**src/rtl/slip_pkg.sv**
```systemverilog
`timescale 1ns/1ps
package slip_pkg;

  // Edge strobes from the datapath to the control, one cycle wide.
  typedef struct packed {
    logic refRise;
    logic vcoRise;
  } edge_stb_t;

  // Slip command from the control to the datapath.
  typedef struct packed {
    logic fire;   // a slip happened this cycle
    logic fast;   // 1: oscillator side fast, 0: slow
  } slip_stb_t;

  localparam int NUM_CH  = 2;
  localparam int CH_REF  = 0;
  localparam int CH_VCO  = 1;

endpackage

```
**src/rtl/slip_edge_sync.sv**
```systemverilog
`timescale 1ns/1ps
module slip_edge_sync #(
  parameter int STAGES = 2
) (
  input  logic clk,
  input  logic rstN,
  input  logic din,
  output logic rise
);
  // pipe[STAGES-1] is the synchronized level, pipe[STAGES] its previous value
  logic [STAGES:0] pipe;

  always_ff @(posedge clk or negedge rstN) begin
    if (!rstN) pipe <= '0;
    else       pipe <= {pipe[STAGES-1:0], din};
  end

  assign rise = pipe[STAGES-1] & ~pipe[STAGES];
endmodule

```
**src/rtl/slip_datapath.sv**
```systemverilog
`timescale 1ns/1ps
module slip_datapath
  import slip_pkg::*;
#(
  parameter int PW          = 16,
  parameter int SYNC_STAGES = 2
) (
  input  logic      clk,
  input  logic      rstN,
  input  logic      refIn,
  input  logic      vcoIn,
  input  slip_stb_t slipStb,
  output edge_stb_t edgeStb,
  output logic      steerOe,
  output logic      steerLevel,
  output logic      lockOut
);
  localparam logic [PW-1:0] CNT_MAX = '1;
  localparam logic [PW-1:0] ONE     = PW'(1);

  logic [NUM_CH-1:0] rawIn;
  logic [NUM_CH-1:0] riseVec;
  assign rawIn = {vcoIn, refIn};

  genvar g;
  generate
    for (g = 0; g < NUM_CH; g++) begin : g_ch
      slip_edge_sync #(.STAGES(SYNC_STAGES)) u_sync (
        .clk  (clk),
        .rstN (rstN),
        .din  (rawIn[g]),
        .rise (riseVec[g])
      );
    end
  endgenerate

  assign edgeStb.refRise = riseVec[CH_REF];
  assign edgeStb.vcoRise = riseVec[CH_VCO];

  // Reference period meter
  logic [PW-1:0] refCnt;
  logic [PW-1:0] refPeriod;
  logic          refValid;
  logic [PW-1:0] cntPlus;

  assign cntPlus = (refCnt == CNT_MAX) ? CNT_MAX : refCnt + ONE;

  always_ff @(posedge clk or negedge rstN) begin
    if (!rstN) begin
      refCnt    <= '0;
      refPeriod <= '0;
      refValid  <= 1'b0;
    end else if (riseVec[CH_REF]) begin
      refCnt   <= '0;
      refValid <= 1'b1;
      if (refValid) refPeriod <= cntPlus;
    end else if (refCnt != CNT_MAX) begin
      refCnt <= refCnt + ONE;
    end
  end

  // Pulse length: newest interval, at least one cycle
  logic [PW-1:0] loadRaw;
  logic [PW-1:0] loadVal;
  assign loadRaw = (riseVec[CH_REF] && refValid) ? cntPlus : refPeriod;
  assign loadVal = (loadRaw == '0) ? ONE : loadRaw;

  // Steering pulse timer
  logic [PW-1:0] pulseTimer;
  logic          levelQ;
  logic          lockQ;

  always_ff @(posedge clk or negedge rstN) begin
    if (!rstN) begin
      pulseTimer <= '0;
      levelQ     <= 1'b0;
      lockQ      <= 1'b1;
    end else if (slipStb.fire) begin
      pulseTimer <= loadVal;
      levelQ     <= ~slipStb.fast;
      lockQ      <= 1'b0;
    end else begin
      if (pulseTimer != '0) pulseTimer <= pulseTimer - ONE;
      lockQ <= (pulseTimer <= ONE);
    end
  end

  assign steerOe    = (pulseTimer != '0);
  assign steerLevel = levelQ;
  assign lockOut    = lockQ;
endmodule

```
**src/rtl/slip_control.sv**
```systemverilog
`timescale 1ns/1ps
module slip_control
  import slip_pkg::*;
(
  input  logic      clk,
  input  logic      rstN,
  input  edge_stb_t edgeStb,
  output slip_stb_t slipStb,
  output logic      chargeOut
);
  logic refSeen;   // reference edge seen since last oscillator edge
  logic vcoSeen;   // oscillator edge seen since last reference edge
  logic chargeQ;
  logic refOnly;
  logic vcoOnly;
  logic bothEdges;

  assign refOnly   = edgeStb.refRise & ~edgeStb.vcoRise;
  assign vcoOnly   = edgeStb.vcoRise & ~edgeStb.refRise;
  assign bothEdges = edgeStb.refRise &  edgeStb.vcoRise;

  always_comb begin
    slipStb.fire = (vcoOnly & vcoSeen) | (refOnly & refSeen);
    slipStb.fast = vcoOnly & vcoSeen;
  end

  always_ff @(posedge clk or negedge rstN) begin
    if (!rstN) begin
      refSeen <= 1'b0;
      vcoSeen <= 1'b0;
      chargeQ <= 1'b0;
    end else begin
      if (bothEdges) begin
        refSeen <= 1'b0;
        vcoSeen <= 1'b0;
      end else if (refOnly) begin
        refSeen <= 1'b1;
        vcoSeen <= 1'b0;
      end else if (vcoOnly) begin
        vcoSeen <= 1'b1;
        refSeen <= 1'b0;
      end
      if (edgeStb.vcoRise)      chargeQ <= 1'b0;
      else if (edgeStb.refRise) chargeQ <= 1'b1;
    end
  end

  assign chargeOut = chargeQ;
endmodule

```
**src/rtl/pll_slip_monitor.sv**
```systemverilog
`timescale 1ns/1ps
module pll_slip_monitor
  import slip_pkg::*;
#(
  parameter int PW          = 16,
  parameter int SYNC_STAGES = 2
) (
  input  logic clk,
  input  logic rstN,
  input  logic refIn,
  input  logic vcoIn,
  output logic steerOe,
  output logic steerLevel,
  output logic lockOut,
  output logic chargeOut
);
  edge_stb_t edgeStb;
  slip_stb_t slipStb;

  slip_datapath #(.PW(PW), .SYNC_STAGES(SYNC_STAGES)) u_dp (
    .clk        (clk),
    .rstN       (rstN),
    .refIn      (refIn),
    .vcoIn      (vcoIn),
    .slipStb    (slipStb),
    .edgeStb    (edgeStb),
    .steerOe    (steerOe),
    .steerLevel (steerLevel),
    .lockOut    (lockOut)
  );

  slip_control u_ctl (
    .clk       (clk),
    .rstN      (rstN),
    .edgeStb   (edgeStb),
    .slipStb   (slipStb),
    .chargeOut (chargeOut)
  );
endmodule

```
**config.mk**
```make
export PLATFORM = sky130hd
export DESIGN_NAME = pll_slip_monitor
export DESIGN_NICKNAME = d
export VERILOG_FILES = /design/src/rtl/slip_pkg.sv /design/src/rtl/slip_edge_sync.sv /design/src/rtl/slip_datapath.sv /design/src/rtl/slip_control.sv /design/src/rtl/pll_slip_monitor.sv
export SDC_FILE = /design/constraint.sdc
export NUM_CORES = 1
export LEC_CHECK = 0
export BUFFER_PORTS_ARGS = -buffer_cell sky130_fd_sc_hd__buf_2
export CAP_MARGIN = 20
export CORE_MARGIN = 2
export CORE_UTILIZATION = 60
export DETAILED_ROUTE_END_ITERATION = 8
export HOLD_SLACK_MARGIN = 0.12
export PLACE_DENSITY_LB_ADDON = 0.08
export SYNTH_ARGS = -nofsm -noshare
export SYNTH_HDL_FRONTEND = slang
export SYNTH_SLANG_ARGS = --single-unit
```
**constraint.sdc**
```tcl
create_clock -name clk -period 2.75 [get_ports clk]
set_input_delay 0.1375 -clock clk [delete_from_list [all_inputs] [get_ports clk]]
set_output_delay 0.1375 -clock clk [all_outputs]
set_load 0.02 [all_outputs]
```
Word-level counts from Yosys, hierarchy flattened
Cells that the tools add are included.
{"block": "word_totals", "inputBits": 4, "out_inout_bits": 4, "register_bits": 60, "elab_cells": 53}
{"block": "op_classes", "n_lt_le_gt_ge": 1, "eq_ne": 2, "n_bitwise": 13, "muxes": 16, "n_reduce_logical": 8, "n_addsub": 2}
{"operator": "$mux 16", "count": 7}
{"operator": "$add 16x1->16 const B", "count": 1}
{"operator": "$eq 16x16->1 const B", "count": 1}
{"operator": "$le 16x1->1 const B", "count": 1}
{"operator": "$logic_not 16->1", "count": 1}
{"operator": "$ne 16x16->1 const B", "count": 1}
{"operator": "$reduce_bool 16->1", "count": 1}
{"operator": "$sub 16x1->16 const B", "count": 1}
{"operator": "$mux 1", "count": 9}
{"operator": "$and 1x1->1", "count": 7}
{"operator": "$reduce_bool 2->1", "count": 3}
{"operator": "$not 1->1", "count": 5}
{"operator": "$reduce_bool 3->1", "count": 1}
{"operator": "$reduce_and 2->1", "count": 1}
{"operator": "$logic_and 1x1->1", "count": 1}
{"operator": "$or 1x1->1", "count": 1}

Depth between registers and ports, before layout
{"block": "depth", "depth_word": 7, "mapped_depth": 8, "depth_no_buf": 8}

Modules after synthesis
A second synthesis with hierarchy kept.
{"block": "hier_totals", "hier_cells": 287, "area_unflattened_um2": 2805.2}
{"module": "slip_datapath", "area_each_um2": 2509.9, "cells_each": 267, "seq_area_each_um2": 1277.5, "n_inst": 1}
{"module": "slip_edge_sync", "area_each_um2": 88.8, "cells_each": 4, "seq_area_each_um2": 75.1, "n_inst": 2}
{"module": "slip_control", "area_each_um2": 117.6, "cells_each": 12, "seq_area_each_um2": 75.1, "n_inst": 1}

Worst setup path after synthesis
OpenSTA, ideal clock, no wires.
{"block": "synth_timing", "path_kind": "register to register", "from": "register u_dp.pulseTimer[0]", "to": "register u_dp.pulseTimer[10]", "setup_time_ps": 119, "path_stages_with_launch": 7, "slack_ps": 705, "required_ps": 2631, "n_path_buf": 0, "arrival_time_ps": 1926, "synth_period_minus_slack_ps": 2045, "path_cell_list": "dfrtp_1 > inv_1 > ha_1 > or3b_2 > or3_1 > a211o_1 > o21a_1"}
{"block": "synth_via", "elab_chain_cells": 3, "word_cells_on_any_way": 5, "classes_between": "add/sub: 1; mux: 2; reduce/logical: 2"}
{"item": "start, declared", "line_no": "slip_datapath.sv:69", "rtl": "logic [PW-1:0] pulseTimer;"}
{"item": "start signal, assigned", "line_no": "slip_datapath.sv:79", "rtl": "pulseTimer <= loadVal;"}
{"item": "start signal, assigned", "line_no": "slip_datapath.sv:83", "rtl": "if (pulseTimer != '0) pulseTimer <= pulseTimer - ONE;"}
{"item": "$sub 16x1->16", "line_no": "slip_datapath.sv:83"}
{"item": "$mux 16", "line_no": "slip_datapath.sv:83"}
{"item": "$mux 16", "line_no": "slip_datapath.sv:78", "rtl": "end else if (slipStb.fire) begin"}
Several ways; a longest one is shown, not always the timed one. The select of a mux whose other input is x is not followed.
A chain may end at the register's enable or synchronous reset.

Worst setup path after layout
{"block": "layout_timing", "from": "register u_dp.refCnt[0]", "to": "register u_dp.pulseTimer[0]"}
{"block": "layout_via", "elab_chain_cells": 6, "word_cells_on_any_way": 7, "classes_between": "add/sub: 1; eq/ne: 1; mux: 4; reduce/logical: 1"}
{"item": "start, declared", "line_no": "slip_datapath.sv:41", "rtl": "logic [PW-1:0] refCnt;"}
{"item": "start signal, assigned", "line_no": "slip_datapath.sv:58", "rtl": "refCnt <= refCnt + ONE;"}
{"item": "$add 16x1->16 or $eq 16x16->1 (tied branches)", "line_no": "slip_datapath.sv:46", "rtl": "assign cntPlus = (refCnt == CNT_MAX) ? CNT_MAX : refCnt + ONE;"}
{"item": "$mux 16 *", "line_no": "slip_datapath.sv:46"}
{"item": "$mux 16 *", "line_no": "slip_datapath.sv:65", "rtl": "assign loadRaw = (riseVec[CH_REF] && refValid) ? cntPlus : refPeriod;"}
{"item": "$logic_not 16->1", "line_no": "slip_datapath.sv:66", "rtl": "assign loadVal = (loadRaw == '0) ? ONE : loadRaw;"}
{"item": "$mux 16 *", "line_no": "slip_datapath.sv:66"}
{"item": "$mux 16 *", "line_no": "slip_datapath.sv:78"}
Mark *: on every way between the ends. The rest lies on a longest branch, timed or not.

==> results.yml <==
run_status:
  status: "finished clean"
floorplanning:
  start_util_pct: 61.26
  io-pin-count: 8
  die_y_um: 75.52
  die-area_sq_um: 5703
  die_w_um: 75.52
  coreArea_sq_um: 5010
  rows: 26
grt:
  gr-usage-met2_pct: 36.81
  grt_pass1_vias: 2120
  overflow: 0
  antenna_found_initial: 0
  grt_util_all_layers_pct: 26.20
  grt_start_max_net_pins: 25
  grt_pass1_wl_um: 10670
  busiest_layer: "met1"
  grtUsageMet3_pct: 5.688
  use_met1_pct: 38.38
synth:
  synthArstFlopShare_pct: 100.0
  synth_area_leaders: "dfrtp_1 48%, nor2_1 4.5%, a21oi_1 2.9%, nand2_1 2.9%, xnor2_1 2.3%"
  yosys_warnings: 0
  syn-num-nets: 314
  synth_sequential_area_ratio_pct: 48.96
  synth_cell_types: 66
  yosys.area.top_type: "dfrtp_1"
  synthFlopType: "dfrtp_1"
  synth_cells: 307
  syn_area_sq_um: 3069
  synth_edf_count: 0
  avgSynthCellArea_sq_um: 9.997
  yosysTopAreaCellShare_pct: 48.10
  ys_ff_latch: 60
cells_and_area:
  layout-drive-gt1-share_pct: 14.98
  final_cell_mix: "59 x dfrtp_1, 37 x nor2_1, 24 x nand2_1"
  area_growth_pct: 11.41
  nNetsFinal: 329
  n_antenna_cell: 0
  layout_commonest_cell: "dfrtp_1"
sta:
  layout_min_cycle_time_ps: 2277
  clock_skew_ps: 6.625
  period_share_pct: 82.79
  setup_viol: 0
  slew_headroom_pct: 59.42
  rsz0062_at_grt: "no"
  fin_tns_setup_ps: 0
  timing.fmax_mhz: 439.2
  slew_viol_final: 0
  worst_pin_slew_ps: 606.8
  hold_violations: 0
drt:
  drt-total-wl_um: 6847
  drt_iter0_drc: 231
  viasPerCell: 6.189
  drc: 0
  vias: 2457
  wl_per_cell_um: 17.25
  ant_nets: 0
  drt_pass1_iterations: 5
placed_design:
  hpwlAfterDp_um: 4861
  finalWeightedCongestion: 0.8623
  port_buffers: 7
worst_setup_path:
  crit_required_ps: 3000
  critPathMaxFanout: 7
  reg2regPathDepth: 7
  cp-start-kind: "flip-flop"
  setup.worst_path.class: "reg2reg"
  cp-end-kind: "flip-flop"
  crit_arrival_ps: 2530
power_and_ir_drop:
  peakVddDrop_mv: 0.5144
  power_density_nw_per_um2: 778.9
  power_mw: 2.663
  p_leak_nw: 1.499
clock_network:
  clock_path_buffers: 2
  cts_buffers: 9
  clk_latency_ps: 340
  htree_levels: 3
  postCtsSetupBuffers: 0
  cts_hold_buf: 3
  root_buffer: "clkbuf_8"
  cts_tree: "built"
  clock_sinks: 60
  cts_resized: 0
  clk_pin_slew_worst_paths_ps: 70
hold_path:
  hp-class: "in2async"
flow_run:
  cap_violations: 0
final timing paths:
check | endpoint | from | slack (ps)
setup reg to reg | u_dp.pulseTimer[0] | u_dp.refCnt[0] | 470
setup / recovery | u_dp.pulseTimer[0] | u_dp.refCnt[0] | 470
min in group clk | u_dp.g_ch[1].u_sync.pipe[1] | u_dp.g_ch[1].u_sync.pipe[0] | 360
hold / removal | u_dp.refCnt[4] | rstN | 270
hold reg to reg | u_dp.g_ch[1].u_sync.pipe[1] | u_dp.g_ch[1].u_sync.pipe[0] | 360
max in group asynchronous | u_dp.lockOut | rstN | 1800
cells by family (layout without fill, tap and decap cells):
group	after synthesis	count (layout)	synth area share (%)
flip-flops	60	60	48.96
buffers and inverters	21	41	2.976
XOR/XNOR	12	12	3.424
multiplexers	7	7	2.324
AO/OA/AOI/OAI	71	71	16.18
AND/OR/NAND/NOR	133	133	24.91
adder cells (fa/ha/maj)	3	3	1.223
stage by stage:
stage	worst slack (ps)	utilization (%)	cells	hold slack, ps	cell area, sq um
6_report	473.4	68.26	397	271.3	3420
5_1_grt	360.7	68.26	397	304.0	3420
4_1_cts	495.7	68.26	397	272.5	3420
3_5_place_dp	500.1	63.61	378	102.9	3187
3_3_place_gp	590.5	63.61	378	98.44	3187
2_1_floorplan	704.8	-	307	-158.1	3069
layout make-up:
cell class,count,area [sq um]
clock inverter,4,47.55
multi-input combinational,226,1475
sequential,60,1503
fill,420,1590
tap,70,87.58
timing repair buffer,18,125.1
clock buffer,12,155.1
inverter,7,26.28
cells in the mapped netlist, drive strengths merged, types with 2 or more instances:
master    n
mux2i     6
xor2      4
o21ai    12
o2bb2ai   2
o31ai     5
a21oi    18
and4      4
ha        3
nor4      8
dfrtp    59
and2      4
nor2b     3
or3       4
clkbuf    8
a311oi    3
nand3     9
nand2b    4
a21o      4
inv       7
nand2    25
buf       6
a211oi    3
a211o     2
nor3     13
nand4b    3
and3      2
a41oi     4
xnor2     8
nand4     9
a31oi     9
or4       2
nor2     38
flip-flops by register name, summed over array words and instances, names as in the netlist:
signal,cells
u_dp.pulseTimer,16
u_ctl.vcoSeen,1
u_dp.g_ch.u_sync.pipe,6
u_dp.refValid,1
u_dp.refCnt,16
u_dp.steerLevel,1
u_ctl.chargeOut,1
u_dp.lockOut,1
u_ctl.refSeen,1
u_dp.refPeriod,16
critical path, stage by stage, from the launching register on:
cell	delay, ps
dfrtp_1	460
ha_1	260
nand3_2	210
nor3_1	280
mux2i_1	310
a31oi_1	130
or2_2	310
o31ai_2	220
power breakdown:
group	leakage, nW	switching (mW)	internal (mW)	total (mW)
clock network	0.102	0.349	0.465	0.814
logic	0.638	0.341	0.288	0.628
registers	0.758	0.182	1.04	1.22
total	1.50	0.873	1.79	2.66
routing by layer:
metal | wire length (um) | vias to the layer above
li1 | - | 1163
met1 | 3263 | 1172
met3 | 381 | 19
met4 | 167 | 0
met2 | 3034 | 103
met5 | 0 | -
Note: power is estimated with default switching activity, not from simulation.
